<file path="src/rtl/dreq_pkg.sv">
package dreq_pkg;
   typedef enum logic {
      GR_IDLE = 1'b0,
      GR_OPEN = 1'b1
   } grant_state_e;

   typedef enum logic {
      CFG_BLEN  = 1'b0,
      CFG_CLEAR = 1'b1
   } cfg_sel_e;
endpackage

</file>
<file path="src/rtl/dreq_store.sv">
module dreq_store #(
   parameter int DATA_W = 32,
   parameter int DEPTH  = 128,
   localparam int AW    = $clog2(DEPTH),
   localparam int CW    = AW + 1
) (
   input  logic              clk,
   input  logic              rst_n,
   input  logic              wr_valid,
   input  logic [DATA_W-1:0] wr_data,
   input  logic              rd_en,
   output logic              rd_valid,
   output logic [DATA_W-1:0] rd_data,
   output logic [CW-1:0]     level,
   output logic [CW-1:0]     free_words,
   output logic              wr_overflow
);
   localparam logic [CW-1:0] DEPTH_C = CW'(DEPTH);

   if (DEPTH < 2 || (DEPTH & (DEPTH - 1)) != 0) begin : g_bad_depth
      $error("dreq_store: DEPTH must be a power of two of at least 2");
   end
   if (DATA_W < 1) begin : g_bad_width
      $error("dreq_store: DATA_W must be positive");
   end

   logic [DATA_W-1:0] mem [DEPTH];
   logic [CW-1:0]     wptr, rptr;
   logic              full, wr_go, rd_go;

   assign level       = wptr - rptr;
   assign free_words  = DEPTH_C - level;
   assign full        = (level == DEPTH_C);
   assign rd_valid    = (level != '0);
   assign wr_go       = wr_valid && !full;
   assign rd_go       = rd_en && rd_valid;
   assign wr_overflow = wr_valid && full;
   assign rd_data     = mem[rptr[AW-1:0]];

   always_ff @(posedge clk) begin
      if (wr_go) mem[wptr[AW-1:0]] <= wr_data;
   end

   always_ff @(posedge clk or negedge rst_n) begin
      if (!rst_n) begin
         wptr <= '0;
         rptr <= '0;
      end else begin
         if (wr_go) wptr <= wptr + 1'b1;
         if (rd_go) rptr <= rptr + 1'b1;
      end
   end

   // fill count never exceeds the depth
   p_level_bound_r1: assert property (@(posedge clk) disable iff (!rst_n)
      level <= DEPTH_C);

   // a write into a full buffer does not change the fill count
   p_full_drop_r7: assert property (@(posedge clk) disable iff (!rst_n)
      (wr_valid && full && !rd_en) |=> (level == $past(level)));
endmodule

</file>
<file path="src/rtl/dreq_cfg.sv">
module dreq_cfg
   import dreq_pkg::*;
#(
   parameter int DEPTH     = 128,
   parameter int BURST_DEF = 4,
   localparam int AW       = $clog2(DEPTH),
   localparam int CW       = AW + 1
) (
   input  logic          clk,
   input  logic          rst_n,
   input  logic          cfg_wr_en,
   input  logic          cfg_wr_sel,
   input  logic [CW-1:0] cfg_wr_data,
   input  logic          grant_open,
   input  logic          overflow_evt,
   output logic [CW-1:0] burst_len,
   output logic          overflow_err
);
   localparam logic [CW-1:0] DEPTH_C = CW'(DEPTH);

   if (BURST_DEF < 1 || BURST_DEF > DEPTH) begin : g_bad_def
      $error("dreq_cfg: BURST_DEF must lie in 1..DEPTH");
   end

   logic blen_wr, blen_ok, clr_wr;

   assign blen_wr = cfg_wr_en && (cfg_wr_sel == CFG_BLEN);
   assign clr_wr  = cfg_wr_en && (cfg_wr_sel == CFG_CLEAR);
   assign blen_ok = (cfg_wr_data != '0) && (cfg_wr_data <= DEPTH_C) && !grant_open;

   always_ff @(posedge clk or negedge rst_n) begin
      if (!rst_n) begin
         burst_len    <= CW'(BURST_DEF);
         overflow_err <= 1'b0;
      end else begin
         if (blen_wr && blen_ok) burst_len <= cfg_wr_data;
         if (overflow_evt)       overflow_err <= 1'b1;
         else if (clr_wr)        overflow_err <= 1'b0;
      end
   end

   // the burst length always stays within 1..DEPTH
   p_blen_range_r9: assert property (@(posedge clk) disable iff (!rst_n)
      (burst_len != '0) && (burst_len <= DEPTH_C));

   // the burst length cannot change while a grant is open
   p_blen_hold_r9: assert property (@(posedge clk) disable iff (!rst_n)
      grant_open |=> $stable(burst_len));

   // the flag only drops through a clear write
   p_err_sticky_r8: assert property (@(posedge clk) disable iff (!rst_n)
      (overflow_err && !clr_wr) |=> overflow_err);

   // an overflow always sets the flag
   p_err_set_r7: assert property (@(posedge clk) disable iff (!rst_n)
      overflow_evt |=> overflow_err);
endmodule

</file>
<file path="src/rtl/dreq_grant.sv">
module dreq_grant
   import dreq_pkg::*;
#(
   parameter int DEPTH = 128,
   localparam int AW   = $clog2(DEPTH),
   localparam int CW   = AW + 1
) (
   input  logic          clk,
   input  logic          rst_n,
   input  logic [CW-1:0] free_words,
   input  logic [CW-1:0] burst_len,
   input  logic          req_ack,
   input  logic          wr_valid,
   output logic          burst_req,
   output logic          single_req,
   output logic          grant_open
);
   grant_state_e  state;
   logic [CW-1:0] remain;
   logic          fits_burst, fits_one;

   assign fits_burst = (free_words >= burst_len);
   assign fits_one   = (free_words != '0);
   assign grant_open = (state == GR_OPEN);
   assign burst_req  = !grant_open && fits_burst;
   assign single_req = !grant_open && fits_one && !fits_burst;

   always_ff @(posedge clk or negedge rst_n) begin
      if (!rst_n) begin
         state  <= GR_IDLE;
         remain <= '0;
      end else begin
         unique case (state)
            GR_IDLE: begin
               if (req_ack && (burst_req || single_req)) begin
                  state  <= GR_OPEN;
                  remain <= burst_req ? burst_len : CW'(1);
               end
            end
            GR_OPEN: begin
               if (wr_valid) begin
                  if (remain == CW'(1)) state <= GR_IDLE;
                  remain <= remain - 1'b1;
               end
            end
            default: state <= GR_IDLE;
         endcase
      end
   end

   // the two request types exclude each other
   p_req_excl_r4: assert property (@(posedge clk) disable iff (!rst_n)
      !(burst_req && single_req));

   // a burst request implies room for the whole burst
   p_burst_space_r3: assert property (@(posedge clk) disable iff (!rst_n)
      burst_req |-> (free_words >= burst_len));

   // a single request implies room for one word but not a burst
   p_single_space_r4: assert property (@(posedge clk) disable iff (!rst_n)
      single_req |-> (free_words != '0) && (free_words < burst_len));

   // an acknowledged request opens a grant
   p_grant_open_r5: assert property (@(posedge clk) disable iff (!rst_n)
      (!grant_open && req_ack && (burst_req || single_req)) |=> grant_open);

   // an acknowledge with no request leaves the grant closed
   p_ack_ignored_r6: assert property (@(posedge clk) disable iff (!rst_n)
      (!grant_open && req_ack && !burst_req && !single_req) |=> !grant_open);
endmodule

</file>
<file path="src/rtl/dma_req_fifo.sv">
module dma_req_fifo #(
   parameter int DATA_W    = 32,
   parameter int DEPTH     = 128,
   parameter int BURST_DEF = 4,
   localparam int AW       = $clog2(DEPTH),
   localparam int CW       = AW + 1
) (
   input  logic              clk,
   input  logic              rst_n,
   input  logic              dma_wr_valid,
   input  logic [DATA_W-1:0] dma_wr_data,
   input  logic              dma_req_ack,
   output logic              dma_burst_req,
   output logic              dma_single_req,
   input  logic              cfg_wr_en,
   input  logic              cfg_wr_sel,
   input  logic [CW-1:0]     cfg_wr_data,
   output logic [CW-1:0]     burst_len,
   output logic              overflow_err,
   input  logic              rd_en,
   output logic              rd_valid,
   output logic [DATA_W-1:0] rd_data,
   output logic [CW-1:0]     level
);
   logic [CW-1:0] free_words;
   logic          wr_overflow;
   logic          grant_open;

   dreq_store #(.DATA_W(DATA_W), .DEPTH(DEPTH)) u_store (
      .clk         (clk),
      .rst_n       (rst_n),
      .wr_valid    (dma_wr_valid),
      .wr_data     (dma_wr_data),
      .rd_en       (rd_en),
      .rd_valid    (rd_valid),
      .rd_data     (rd_data),
      .level       (level),
      .free_words  (free_words),
      .wr_overflow (wr_overflow)
   );

   dreq_cfg #(.DEPTH(DEPTH), .BURST_DEF(BURST_DEF)) u_cfg (
      .clk          (clk),
      .rst_n        (rst_n),
      .cfg_wr_en    (cfg_wr_en),
      .cfg_wr_sel   (cfg_wr_sel),
      .cfg_wr_data  (cfg_wr_data),
      .grant_open   (grant_open),
      .overflow_evt (wr_overflow),
      .burst_len    (burst_len),
      .overflow_err (overflow_err)
   );

   dreq_grant #(.DEPTH(DEPTH)) u_grant (
      .clk        (clk),
      .rst_n      (rst_n),
      .free_words (free_words),
      .burst_len  (burst_len),
      .req_ack    (dma_req_ack),
      .wr_valid   (dma_wr_valid),
      .burst_req  (dma_burst_req),
      .single_req (dma_single_req),
      .grant_open (grant_open)
   );

   // the valid flag agrees with the fill count
   p_valid_level_r1: assert property (@(posedge clk) disable iff (!rst_n)
      rd_valid == (level != '0));
endmodule

</file>
<file path="config.mk">
export PLATFORM = sky130hd
export DESIGN_NAME = dma_req_fifo
export DESIGN_NICKNAME = d
export VERILOG_FILES = /design/src/rtl/dreq_pkg.sv /design/src/rtl/dreq_store.sv /design/src/rtl/dreq_cfg.sv /design/src/rtl/dreq_grant.sv /design/src/rtl/dma_req_fifo.sv
export SDC_FILE = /design/constraint.sdc
export NUM_CORES = 2
export LEC_CHECK = 0
export BUFFER_PORTS_ARGS = -buffer_cell sky130_fd_sc_hd__buf_2
export CAP_MARGIN = 10
export CORE_MARGIN = 2
export CORE_UTILIZATION = 50
export CTS_CLUSTER_SIZE = 10
export DETAILED_ROUTE_END_ITERATION = 16
export MAX_ROUTING_LAYER = met4
export PLACE_DENSITY_LB_ADDON = 0.25
export SYNTH_ARGS = -nofsm -noshare
export SYNTH_HDL_FRONTEND = slang
export SYNTH_SLANG_ARGS = --single-unit
</file>
<file path="constraint.sdc">
create_clock -name clk -period 6 [get_ports clk]
set_input_delay 1.2 -clock clk [delete_from_list [all_inputs] [get_ports clk]]
set_output_delay 1.2 -clock clk [all_outputs]
set_load 0.02 [all_outputs]
</file>
==> results.sh <==
export IMPL_grt_pass1_vias=72770
export IMPL_dpl_cell_area_um2=166000
export IMPL_htreeDepth=5
export IMPL_ys_top_cells_by_count="4096 x edfxtp_1, 1344 x mux4_2, 179 x clkbuf_1"
export IMPL_viasPerCell=6.66
export IMPL_period_needed_ns=5.93
export IMPL_yosys_register_bits=4130
export IMPL_mappedNetlistArea_um2=158000
export IMPL_maxCapViolCount=0
export IMPL_dieHeight_um=566
export IMPL_yosysWarnings=0
export IMPL_num_io_pins=99
export IMPL_num_rows=206
export IMPL_yosysMostFrequentCell="edfxtp_1"
export IMPL_drc_errors=0
export IMPL_fill_cells=21989
export IMPL_numCtsBuffers=457
export IMPL_cts_tree="done"
export IMPL_synthXorXnorAreaFrac_pct=0.150
export IMPL_grt_overflow_total=0
export IMPL_dp_hpwl_um=222000
export IMPL_antenna_found_initial=67
export IMPL_synth_top_family_by_area="multiplexers"
export IMPL_worst_slew_pin_transition_ns=1.20
export IMPL_die_w_um=566
export IMPL_tns_ns=0
export IMPL_max_slew_margin_rel_pct=19.8
export IMPL_max_vdd_ir_drop_v=0.000460
export IMPL_cts_buffer_depth=4
export IMPL_critPathRequiredTime_ns=4.80
export IMPL_min_period_over_period_pct=98.9
export IMPL_cts_sinks=4130
export IMPL_synth_area_leader_cell="edfxtp_1"
export IMPL_grt_usage_pct=26.6
export IMPL_worstSetupStartpointType="register"
export IMPL_clock_latency_ns=0.95
export IMPL_synthTopCellsByArea="edfxtp_1 78%, mux4_2 19%, dfrtp_1 0.52%"
export IMPL_synth_cell_types=64
export IMPL_post_place_cells=10397
export IMPL_setup_viol=0
export IMPL_gp_congestion=0.830
export IMPL_grt_max_degree=110
export IMPL_grt_pass1_wl_um=577000
export IMPL_whs_ns=0.430
export IMPL_cts_root_buf="clkbuf_16"
export IMPL_drt_iter0_drc=11448
export IMPL_final_hold_viol_count=0
export IMPL_synth_seq_area_share_pct=78.3
export IMPL_first_pass_iters=6
export IMPL_design_area_um2=179000
export IMPL_status="complete, no violations"
export IMPL_syn_to_final_growth_pct=13.4
export IMPL_yosys_area_share_simple_pct=0.693
export IMPL_syn_nets=6279
export IMPL_synth_edf_count=4096
export IMPL_startpoint="u_store.rptr[1]"
export IMPL_cp_end_kind="output pin"
export IMPL_synthFlopType="edfxtp_1"
export IMPL_fp_dieArea_um2=321000
export IMPL_skew_ns=0.0529
export IMPL_powerDensity_nw_per_um2=470
export IMPL_arrival_ns=4.73
export IMPL_hold_class="in -> async"
export IMPL_drive_gt1_share_pct=35.4
export IMPL_start_util_pct=50.2
export IMPL_place_ws_ns=0.512
export IMPL_detail_route_antenna_nets=0
export IMPL_r2r_start="u_store.rptr[0]"
export IMPL_io_buffers=98
export IMPL_avgSynthCellArea_um2=25.5
export IMPL_stdcell_count=11047
export IMPL_post_drt_wl_per_cell_um=37.5
export IMPL_coreArea_um2=315000
export IMPL_leakage_uw=0.0551
export IMPL_synth_compound_area_share_pct=0.288
export IMPL_clkTransAtPathRegs_ns=0.06
export IMPL_drv_slew=0
export IMPL_worst_slack_ns=0.0679
export IMPL_routed_wl_um=415000
export IMPL_synth_top_cell_area_share_pct=77.8
export IMPL_cp_max_fo=61
export IMPL_synth_mux_area_share_pct=19.4
export IMPL_vias=73540
export IMPL_yosys_area_share_adder_pct=0.179
export IMPL_fmax_mhz=169
export IMPL_rsz0062_at_grt="no"
export IMPL_syn_instance_count=6210
export IMPL_synthArstFlopShare_pct=0.823
export IMPL_nets=6800
export IMPL_critPathKind="reg -> out"
==> repair_timing <==
action                     4_1_cts  5_1_grt
gates resized for setup         40        9
pin swaps                        1        5
gates cloned                    19        2
setup endpoints to repair       34        5
hold buffers                     0        0
buffers inserted                 9        5
==> routing by layer <==
metal / vias up / GRT usage, % / share of wire, %
li1: 28071 / - / -
met1: 40629 / 37.9 / 39
met2: 4259 / 39.4 / 47
met3: 581 / 5.82 / 11
met4: 0 / 7.22 / 2.8
met5: - / - / 0
==> kinds of logic after synthesis <==
logic type | after synthesis
DFF | 4130
muxes | 1386
buffers and inverters | 342
and+or+nand+nor | 245
AOI/OAI and AO/OA | 58
xor gates and xnor gates | 27
adders and majority gates | 22
==> final cells by class <==
class	instances	area [µm²]	area share, %
Clock buffer	536	11900	6.63
Sequential cell	4130	124000	69.1
Antenna cell	46	115	0.0642
Clock inverter	33	514	0.287
Multi-Input combinational cell	1738	33900	18.9
Inverter	23	96.3	0.0537
Tap cell	4160	5200	2.90
Timing Repair Buffer	381	3780	2.11
==> sequential cells by signal (all words and copies together), names as in the netlist <==
| register | flops |
|---|---|
| u_grant.grant_open | 1 |
| u_store.rptr | 8 |
| u_cfg.overflow_err | 1 |
| u_cfg.burst_len | 8 |
| u_store.wptr | 8 |
| u_store.mem | 4096 |
| u_grant.remain | 8 |
==> power breakdown <==
| group | switching [µW] | leakage (µW) | internal, µW |
|---|---|---|---|
| clock | 10500 | 0.00603 | 13800 |
| combinational | 15300 | 0.0118 | 12000 |
| sequential | 268 | 0.0372 | 32400 |
==> critical path: stages (launching register included) <==
cell and delay (ns):
dfrtp_4 0.57, buf_12 0.41, bufbuf_16 0.55, mux4_2 0.36, mux4_2 0.57, mux4_2 0.69, mux2_2 0.36, buf_2 0.17
==> cell usage in the layout, fill, tap and decap left out, types with 17 or more instances in the layout <==
| cell | netlist | routed |
|---|---|---|
| mux4_2 | 1344 | 1344 |
| ha_1 | 21 | 19 |
| xnor2_1 | 18 | 17 |
| buf_4 | 0 | 256 |
| diode_2 | 0 | 46 |
| nand2_1 | 26 | 24 |
| clkbuf_16 | 0 | 465 |
| bufbuf_16 | 0 | 19 |
| nor2_1 | 148 | 20 |
| clkbuf_1 | 179 | 70 |
| edfxtp_1 | 4096 | 4096 |
| buf_2 | 100 | 64 |
| inv_1 | 20 | 19 |
| nand3_1 | 25 | 21 |
| dfrtp_1 | 33 | 28 |
| buf_16 | 0 | 18 |
| nor2_4 | 0 | 128 |
| mux2_2 | 41 | 41 |
==> per-stage QoR <==
step           total power [µW]  util (%)
6_report                  84300      57.0
5_1_grt                   86800      57.0
4_1_cts                   84500      56.9
3_5_place_dp              59300      52.7
3_3_place_gp              59200      52.7
2_1_floorplan             49300         -
==> path summary, 6_finish.rpt <==
check                                      end  slack, ns  cells after the start
max                                rd_data[21]       0.07                      7
max in group asynchronous      u_store.rptr[0]       4.80                      1
min reg2reg                    u_store.rptr[7]       0.51                      1
min in group clk           u_store.mem[22][11]       0.45                      1
min                            u_store.wptr[7]       0.43                      1
max reg2reg                 u_store.mem[85][0]       0.55                     12
Power figures use the tool's default switching activity.
